File: config.mk
export PLATFORM = sky130hd
export DESIGN_NAME = rng_refill_ctrl
export DESIGN_NICKNAME = d
export VERILOG_FILES = /design/src/rtl/rng_pkg.sv /design/src/rtl/rng_pacer.sv /design/src/rtl/rng_source.sv /design/src/rtl/rng_sampler.sv /design/src/rtl/rng_refill_ctrl.sv
export SDC_FILE = /design/constraint.sdc
export NUM_CORES = 1
export LEC_CHECK = 0
export ABC_AREA = 1
export BUFFER_PORTS_ARGS = -buffer_cell sky130_fd_sc_hd__buf_2
export CAP_MARGIN = 10
export CELL_PAD_IN_SITES_DETAIL_PLACEMENT = 1
export CELL_PAD_IN_SITES_GLOBAL_PLACEMENT = 1
export CORE_UTILIZATION = 42
export DETAILED_ROUTE_END_ITERATION = 10
export PLACE_DENSITY = 0.9
export SLEW_MARGIN = 20
export SYNTH_ARGS = -nofsm -noshare
export SYNTH_HDL_FRONTEND = slang
export SYNTH_SLANG_ARGS = --single-unit
File: constraint.sdc
create_clock -name clk -period 4.5 [get_ports clk]
set_input_delay 0.9 -clock clk [delete_from_list [all_inputs] [get_ports clk]]
set_output_delay 0.9 -clock clk [all_outputs]
set_load 0.02 [all_outputs]
File: src/rtl/rng_pkg.sv
package rng_pkg;
   localparam int RNG_W = 64;
   localparam logic [RNG_W-1:0] RNG_TAPS = 64'hD800_0000_0000_0000;

   localparam logic [2:0] IDX_WORD_LO = 3'd0;
   localparam logic [2:0] IDX_WORD_HI = 3'd1;
   localparam logic [2:0] IDX_STATUS  = 3'd2;
   localparam logic [2:0] IDX_MASK    = 3'd3;
   localparam logic [2:0] IDX_ACK     = 3'd4;
   localparam logic [2:0] IDX_CTRL    = 3'd5;
   localparam logic [2:0] IDX_CONFIG  = 3'd6;

   localparam int CTRL_EN_BIT   = 10;
   localparam int CTRL_SU_LSB   = 16;
   localparam int CFG_MIN_LSB   = 0;
   localparam int CFG_DIV_LSB   = 8;
   localparam int CFG_MAX_LSB   = 16;

   typedef enum logic [0:0] {
      PH_STARTUP = 1'b0,
      PH_REFILL  = 1'b1
   } rng_phase_e;
endpackage

File: src/rtl/rng_pacer.sv
module rng_pacer #(
   parameter int DIV_W = 8
) (
   input  logic             clk,
   input  logic             rst_n,
   input  logic             run,
   input  logic [DIV_W-1:0] div,
   output logic             tick
);
   logic [DIV_W-1:0] cnt_q;

   always_ff @(posedge clk) begin
      if (!rst_n)          cnt_q <= '0;
      else if (!run)       cnt_q <= '0;
      else if (cnt_q >= div) cnt_q <= '0;
      else                 cnt_q <= cnt_q + 1'b1;
   end

   assign tick = run && (cnt_q >= div);
endmodule

File: src/rtl/rng_source.sv
module rng_source #(
   parameter int              W    = 64,
   parameter logic [W-1:0]    TAPS = 64'hD800_0000_0000_0000
) (
   input  logic         clk,
   input  logic         rst_n,
   input  logic         load,
   input  logic         step,
   input  logic [W-1:0] seed,
   output logic [W-1:0] next_state
);
   logic [W-1:0] state_q;

   initial begin
      seed_width_chk: assert (W >= 2);
   end

   assign next_state = {state_q[W-2:0], ^(state_q & TAPS)};

   always_ff @(posedge clk) begin
      if (!rst_n)     state_q <= '0;
      else if (load)  state_q <= seed;
      else if (step)  state_q <= next_state;
   end
endmodule

File: src/rtl/rng_sampler.sv
module rng_sampler
   import rng_pkg::*;
#(
   parameter int CNT_W = 25,
   parameter int W     = 64
) (
   input  logic             clk,
   input  logic             rst_n,
   input  logic             en,
   input  logic             tick,
   input  logic             ack,
   input  logic [CNT_W-1:0] startup_n,
   input  logic [CNT_W-1:0] refill_n,
   input  logic [W-1:0]     src_next,
   output logic             ready,
   output logic [W-1:0]     word
);
   rng_phase_e       phase_q;
   logic [CNT_W-1:0] cnt_q;
   logic [CNT_W-1:0] target;
   logic [CNT_W-1:0] cnt_inc;

   assign target  = (phase_q == PH_STARTUP) ? startup_n : refill_n;
   assign cnt_inc = cnt_q + 1'b1;

   always_ff @(posedge clk) begin
      if (!rst_n) begin
         phase_q <= PH_STARTUP;
         cnt_q   <= '0;
         ready   <= 1'b0;
         word    <= '0;
      end else if (!en) begin
         phase_q <= PH_STARTUP;
         cnt_q   <= '0;
         ready   <= 1'b0;
      end else if (ready) begin
         if (ack) begin
            ready   <= 1'b0;
            phase_q <= PH_REFILL;
            cnt_q   <= '0;
         end
      end else if (tick) begin
         if (cnt_inc >= target) begin
            ready <= 1'b1;
            word  <= src_next;
            cnt_q <= '0;
         end else begin
            cnt_q <= cnt_inc;
         end
      end
   end


   ack_clear_chk: assert property (@(posedge clk) disable iff (!rst_n)
      (ready && ack && en) |=> !ready);

   ready_hold_chk: assert property (@(posedge clk) disable iff (!rst_n)
      (ready && !ack && en) |=> ready);

   disable_clear_chk: assert property (@(posedge clk) disable iff (!rst_n)
      !en |=> !ready);

   word_hold_chk: assert property (@(posedge clk) disable iff (!rst_n)
      !tick |=> $stable(word));
endmodule

File: src/rtl/rng_refill_ctrl.sv
module rng_refill_ctrl
   import rng_pkg::*;
#(
   parameter int FIELD_W   = 8,
   parameter int ZERO_LOG2 = 24,
   parameter int SU_LOG2   = 8,
   parameter int MIN_LOG2  = 6,
   parameter int MAX_LOG2  = 8,
   parameter int ADDR_W    = 5
) (
   input  logic              clk,
   input  logic              rst_n,
   input  logic              bus_we,
   input  logic              bus_re,
   input  logic [ADDR_W-1:0] bus_addr,
   input  logic [31:0]       bus_wdata,
   output logic [31:0]       bus_rdata,
   input  logic [63:0]       seed,
   output logic              irq
);
   localparam int UNIT_MAX = (SU_LOG2 > MIN_LOG2) ?
                             ((SU_LOG2 > MAX_LOG2) ? SU_LOG2 : MAX_LOG2) :
                             ((MIN_LOG2 > MAX_LOG2) ? MIN_LOG2 : MAX_LOG2);
   localparam int SPAN_W   = FIELD_W + UNIT_MAX;
   localparam int CNT_W    = ((ZERO_LOG2 > SPAN_W) ? ZERO_LOG2 : SPAN_W) + 1;

   initial begin
      field_width_chk: assert (FIELD_W >= 1 && FIELD_W <= 8);
      addr_width_chk:  assert (ADDR_W >= 5);
      zero_enc_chk:    assert (ZERO_LOG2 >= 1);
   end

   function automatic logic [CNT_W-1:0] decode_n(input logic [FIELD_W-1:0] f,
                                                  input int unit_log2);
      if (f == '0) decode_n = CNT_W'(1) << ZERO_LOG2;
      else         decode_n = CNT_W'(f) << unit_log2;
   endfunction

   logic               en_q;
   logic [FIELD_W-1:0] su_q, min_q, div_q, max_q;
   logic               mask_q;
   logic [2:0]         idx;
   logic               ack;
   logic               ready;
   logic               tick;
   logic [RNG_W-1:0]   src_next;
   logic [RNG_W-1:0]   word;
   logic [CNT_W-1:0]   startup_n, min_n, max_n, refill_n;
   logic               unused_bits;

   assign idx = bus_addr[4:2];
   assign ack = bus_we && (idx == IDX_ACK) && bus_wdata[0];
   assign unused_bits = ^{bus_addr, bus_wdata};

   always_ff @(posedge clk) begin
      if (!rst_n) begin
         en_q   <= 1'b0;
         su_q   <= '0;
         min_q  <= '0;
         div_q  <= '0;
         max_q  <= '0;
         mask_q <= 1'b0;
      end else if (bus_we) begin
         case (idx)
            IDX_CTRL: begin
               en_q <= bus_wdata[CTRL_EN_BIT];
               su_q <= bus_wdata[CTRL_SU_LSB +: FIELD_W];
            end
            IDX_CONFIG: begin
               min_q <= bus_wdata[CFG_MIN_LSB +: FIELD_W];
               div_q <= bus_wdata[CFG_DIV_LSB +: FIELD_W];
               max_q <= bus_wdata[CFG_MAX_LSB +: FIELD_W];
            end
            IDX_MASK: mask_q <= bus_wdata[0];
            default: ;
         endcase
      end
   end

   assign startup_n = decode_n(su_q, SU_LOG2);
   assign min_n     = decode_n(min_q, MIN_LOG2);
   assign max_n     = decode_n(max_q, MAX_LOG2);
   assign refill_n  = (min_n <= max_n) ? min_n : max_n;

   rng_pacer #(.DIV_W(FIELD_W)) u_pacer (
      .clk  (clk),
      .rst_n(rst_n),
      .run  (en_q && !ready),
      .div  (div_q),
      .tick (tick)
   );

   rng_source #(.W(RNG_W), .TAPS(RNG_TAPS)) u_source (
      .clk       (clk),
      .rst_n     (rst_n),
      .load      (!en_q),
      .step      (tick),
      .seed      (seed),
      .next_state(src_next)
   );

   rng_sampler #(.CNT_W(CNT_W), .W(RNG_W)) u_sampler (
      .clk      (clk),
      .rst_n    (rst_n),
      .en       (en_q),
      .tick     (tick),
      .ack      (ack),
      .startup_n(startup_n),
      .refill_n (refill_n),
      .src_next (src_next),
      .ready    (ready),
      .word     (word)
   );

   logic [31:0] rd_words [0:7];
   always_comb begin
      for (int i = 0; i < 8; i++) rd_words[i] = '0;
      rd_words[IDX_WORD_LO] = word[31:0];
      rd_words[IDX_WORD_HI] = word[63:32];
      rd_words[IDX_STATUS][0] = ready;
      rd_words[IDX_MASK][0]   = mask_q;
      rd_words[IDX_CTRL][CTRL_EN_BIT] = en_q;
      rd_words[IDX_CTRL][CTRL_SU_LSB +: FIELD_W] = su_q;
      rd_words[IDX_CONFIG][CFG_MIN_LSB +: FIELD_W] = min_q;
      rd_words[IDX_CONFIG][CFG_DIV_LSB +: FIELD_W] = div_q;
      rd_words[IDX_CONFIG][CFG_MAX_LSB +: FIELD_W] = max_q;
   end

   assign bus_rdata = bus_re ? rd_words[idx] : 32'h0;
   assign irq       = ready && mask_q;


   no_sample_in_hold_chk: assert property (@(posedge clk) disable iff (!rst_n)
      tick |-> !ready);
endmodule

Yosys cells after proc, flatten, opt, wreduce, memory -nomap -nowiden
Index checks and enable logic that the tools add are counted.

word-level totals
  flip-flop bits (word level) = 197
  output and inout port bits = 33

operators by class
  $add $sub $neg = 2
  order comparisons = 4
  equality and inequality tests = 6
  mux-type cells = 19
  bitwise operators = 4
  reductions and logical operators = 19

operator list
  operator                                                                  count
  25-bit 2-to-1 mux                                                         9
  64-bit 2-to-1 mux                                                         2
  32-bit binary-select mux with 3-bit select                                1
  32-bit 2-to-1 mux                                                         3
  64-bit parity                                                             1
  25-bit by 1-bit adder with 25-bit output (second input constant)          1
  25-bit >= comparator                                                      1
  25-bit less-or-equal comparator                                           1
  8-bit logical NOT                                                         3
  2-bit AND reduction                                                       6
  3-bit == test (second input constant)                                     3
  8-bit by 1-bit adder with 8-bit output (second input constant)            1
  8-bit >= comparator                                                       1
  1-bit logical AND                                                         5
  4-bit >= comparator (second input constant)                               1
  1-bit 2-to-1 mux                                                          4
  3-bit NOT with 4-bit output                                               1
  4-bit AND reduction                                                       1
  3-bit by 2-bit == test with 1-bit output (second input constant)          1
  1-bit NOT                                                                 3
  3-bit OR reduction                                                        1
  2-bit by 1-bit inequality test with 1-bit output (second input constant)  1
  2-bit inequality test (second input constant)                             1
  2-bit nonzero test                                                        1
  1-bit logical NOT                                                         1

Logic depth before layout (Yosys ltp)
  depth in word-level cells = 9
  mapped depth = 28
  mapped depth without buffers = 27

Modules after synthesis
A second synthesis with hierarchy kept.

second synthesis, totals
  cell total of the unflattened synthesis = 1749
  area total of the unflattened synthesis = 11897.7 um^2

by module, submodules not included
  module           instances  cells an instance  area an instance (um^2)
  rng_sampler      1          797                5341.4
  rng_source       1          526                3699.8
  rng_refill_ctrl  1          347                2287.2
  rng_pacer        1          79                 569.3

Least setup slack after synthesis
No wires, ideal clock.

  kind = register -> register
  start point = register min_q[4]
  end point = register u_sampler.word[33]
  library setup time = 115 ps
  data arrival time = 3223 ps
  required time = 4385 ps
  setup slack = 1162 ps
  cell stages (with the launch flop) = 27
  clock period less this slack = 3338 ps
  cell sequence = dfxtp_1 > clkbuf_1 > ha_1 > a21oi_1 > o21a_1 > o21ai_0 > a21oi_1 > o21bai_1 > nand2_1 > clkbuf_1 > nand2_1 > nand3_1 > o21ai_0 > ha_1 > a21o_1 > nor2_1 > nand2_1 > nand2_1 > a21boi_0 > nor2_1 > nand3_1 > nand2_2 > nand2_2 > buf_4 > buf_2 > a21oi_1 > nor2_1

on the way
  cells in the longest elaborated chain, start to end = 7

RTL lines
  what                               RTL line               text
  start: declaration                 rng_refill_ctrl.sv:40  logic [FIELD_W-1:0] su_q, min_q, div_q, max_q;
  start signal: assignment           rng_refill_ctrl.sv:70  min_q <= bus_wdata[CFG_MIN_LSB +: FIELD_W];
  8-bit logical NOT                  rng_refill_ctrl.sv:35  if (f == '0) decode_n = CNT_W'(1) << ZERO_LOG2;
  25-bit 2-to-1 mux (*)              rng_refill_ctrl.sv:35
  25-bit less-or-equal comparator    rng_refill_ctrl.sv:83  assign refill_n = (min_n <= max_n) ? min_n : max_n;
  25-bit 2-to-1 mux (*)              rng_refill_ctrl.sv:83
  25-bit 2-to-1 mux (*)              rng_sampler.sv:23      assign target = (phase_q == PH_STARTUP) ? startup_n : refill_n;
  25-bit >= comparator (*)           rng_sampler.sv:43      if (cnt_inc >= target) begin
  4-bit AND reduction (no line) (*)  -
  end signal: assignment             rng_sampler.sv:45      word <= src_next;
  end: declaration                   rng_sampler.sv:16      output logic [W-1:0] word

Every way passes the cells marked *; elsewhere a longest branch is shown, timed or not.
A chain may end at the register's enable or synchronous reset.

Worst setup path after layout
  start point = register max_q[2]
  end point = register u_sampler.word[56]

on the way
  cells in the longest elaborated chain, start to end = 7

RTL lines
  what                               RTL line               text
  start: declaration                 rng_refill_ctrl.sv:40
  start signal: assignment           rng_refill_ctrl.sv:72  max_q <= bus_wdata[CFG_MAX_LSB +: FIELD_W];
  8-bit logical NOT                  rng_refill_ctrl.sv:35
  25-bit 2-to-1 mux (*)              rng_refill_ctrl.sv:35
  25-bit less-or-equal comparator    rng_refill_ctrl.sv:83
  25-bit 2-to-1 mux (*)              rng_refill_ctrl.sv:83
  25-bit 2-to-1 mux (*)              rng_sampler.sv:23
  25-bit >= comparator (*)           rng_sampler.sv:43
  4-bit AND reduction (no line) (*)  -

Marked as above.

==> summary.md <==
| Metric | Value |
|---|---|
| Final setup margin | `approximately 0.30 ns` |
| Share of the cycle needed by the critical path after routing | `approximately 93%` |
| Required @ worst endpoint | `4.85 ns` |
| Hold Violations, Final | `0` |
| Initial antenna violation count | `0` |
| Synth top area cells | `dfxtp_1, nand2_1, a21oi_1` |
| Yosys warns | `0` |
| Final estimated routing congestion in global placement | `between 0.9 and 1` |
| #FFs+latches synth | `197` |
| DR pass1 iterations | `5` |
| Setup TNS | `0 ns` |
| Die ar. | `between 20000 and 25000 µm²` |
| Hpwl dp | `roughly 23000 µm` |
| Die Width | `roughly 160 µm` |
| Post-synth top area share | `roughly two fifths` |
| Startpoint Class | `register` |
| WL/cell | `18.94 µm` |
| # IOs | `~140` |
| Vias | `just over 10000` |
| Layout cell share with drive strength beyond 1 | `between 10% and 20%` |
| Syn Nets | `1518` |
| Crit path capture type | `register` |
| Lkg Pwr | `0.004530 µW` |
| Final core occ | `between 40% and 50%` |
| F_max | `roughly 240 MHz` |
| # Max-Cap Violations | `0` |
| Syn_area_per_cell | `~7.2 µm²` |
| Port buffer count | `127` |
| Vias/cell | `about 5.8` |
| RSZ-0062 raised after global routing | `no` |
| Slew margin rel. | `roughly two fifths` |
| Drt initial violations | `942` |
| # nets final | `approximately 1600` |
| Total gr overflow | `0` |
| Final hold slack | `~0.48 ns` |
| Crit path kind | `reg2reg` |
| Seq/Total Area, Yosys | `~40%` |
| Status | `finished clean` |
| H-tree depth | `4` |
| First-pass GRT wire length | `~53000 µm` |
| Worst vdd ir | `approximately 0.23 mV` |
| Fill cell count | `roughly 3000` |
| Pre-CTS setup slack | `between 0.3 and 0.4 ns` |
| CP arrival | `roughly 4.6 ns` |
| Later-pin clock latency in the skew report | `between 0.4 and 0.5 ns` |
| Std-Cell Rows | `56` |
| Top-count cell post-synth | `nand2_1` |
| Vias in the first global route | `between 10000 and 15000` |
| Async SR Flop Fraction | `0%` |
| Final ANT Viol Nets | `0` |
| Clock Path Buffers | `2` |
| Max-slew violations | `0` |
| Netlist cell types | `38` |
| Antenna cells | `0` |
| Fin crit period | `4.200 ns` |
| # DRC | `0` |
| Fin area | `roughly 11000 µm²` |
| Mapped Cells | `around 1400` |
| Critical-path maximum fanout | `40` |
| Cell taking the most area after synthesis | `dfxtp_1` |
| CTS tree | `done` |
| Worst-Margin Slew | `slightly above 0.9 ns` |
| Final wirelength | `33640 µm` |
| Pwr/cell area | `between 300 and 400 nW/µm²` |
| DP Area | `~11000 µm²` |
| Total CTS buffers | `17` |
| Largest net degree at the start of global routing | `156` |
| CTS Sinks | `197` |
| Worst min path class | `reg2reg` |
| Final setup violation count | `0` |
| Core area | `about 23000 µm²` |
| Critical path's largest stage delay | `around 0.36 ns` |
| Clk_skew | `around 0.018 ns` |
| Synth Flop Type | `dfxtp_1` |
| Synthesis-to-finish area growth | `13.62%` |
| Clk root buf | `clkbuf_16` |
| Gr usage total | `27.87%` |
| Delay-heaviest family, CP | `simple AND/OR/NAND/NOR gates` |
| Number of synthesized flops with an enable pin | `0` |
| Die H | `around 160 µm` |
| Mapped Area | `about 10000 µm²` |
| Synth cell count leaders | `nand2_1, dfxtp_1, a21oi_1` |
| Most used cell, CP | `nand2_1` |
| Slowest cell on the critical path | `dfxtp_1` |
| Initial Utilization | `a little over two fifths` |
| CP bufs+invs | `3` |
| Clk slew on worst S/H paths | `0.08 ns` |
-- worst reg2reg max path, delay by kind of cell (launching register included) --
family	cells	cell delay, ns
adders and majority gates	2	0.68
buffers and inverters	3	0.50
and+or+nand+nor	16	1.59
DFF	1	0.36
AOI/OAI and AO/OA	6	0.98
-- timing repair --
action,4_1_cts,5_1_grt
buffers inserted,0,0
gates resized for setup,0,1
hold buffers,0,0
endpoints found under the setup margin,0,41
-- worst paths after layout --
check	end	cells past startpoint	slack, ns	start
max	u_sampler.word[56]	27	0.30	max_q[2]
min	min_q[0]	2	0.48	min_q[0]
max reg2reg	u_sampler.word[56]	27	0.30	max_q[2]
min reg2reg	min_q[0]	2	0.48	min_q[0]
-- state kept, by name (all words and copies together), names as in the netlist --
signal,flops
en_q,1
u_source.state_q,64
u_sampler.word,64
u_pacer.cnt_q,8
max_q,8
su_q,8
mask_q,1
u_sampler.phase_q,1
min_q,8
u_sampler.cnt_q,25
div_q,8
u_sampler.ready,1
-- stage by stage --
stage | total power, µW | cells
global placement | 2389 | 1745
global route | 4108 | 1776
detailed placement | 2406 | 1745
CTS | 3972 | 1776
finish | 3959 | 1776
floorplan | 2234 | 1385
-- power breakdown --
group          total [µW]  switching (µW)  internal, µW
Combinational         530             349           180
Clock                1580             783           792
Sequential           1850            50.2          1800
-- per-layer routing --
metal  up-vias  GRT usage (%)  wire, µm
li1       4859              -         -
met1      4961          35.37     14390
met2       348          46.47     16010
met3        70          4.791      2120
met4         0          11.81      1121
met5         -              0         0
-- kinds of logic after synthesis --
logic type | synth area share [%]
simple gates | 26.43
compound gates | 21.26
flops | 39.36
buf+inv | 7.579
fa+ha+maj | 3.496
xor+xnor | 1.573
mux | 0.2997
-- placed cells by master, fill, tap and decap left out, drive strengths merged, types with 16 or more instances in the layout --
master    n
o21ai    73
clkbuf   17
inv      80
o22ai    16
a22oi    59
a31oi    27
ha       28
a221oi   19
a21oi   168
nand2   285
buf     146
nand4    17
nor2    151
dfxtp   197
nand3    48
nand3b   66
-- area by class of cell --
type | instances | area [µm²] | share of cell area [%]
well taps | 319 | 399.1 | 3.506
inverters | 77 | 294.0 | 2.582
flip-flops and latches | 197 | 3944 | 34.64
clock buffers | 17 | 425.4 | 3.736
clock inverters | 14 | 161.4 | 1.418
multi-input cells | 1006 | 5334 | 46.85
repair buffers | 146 | 828.3 | 7.275
(Power assumes the default switching activity.)
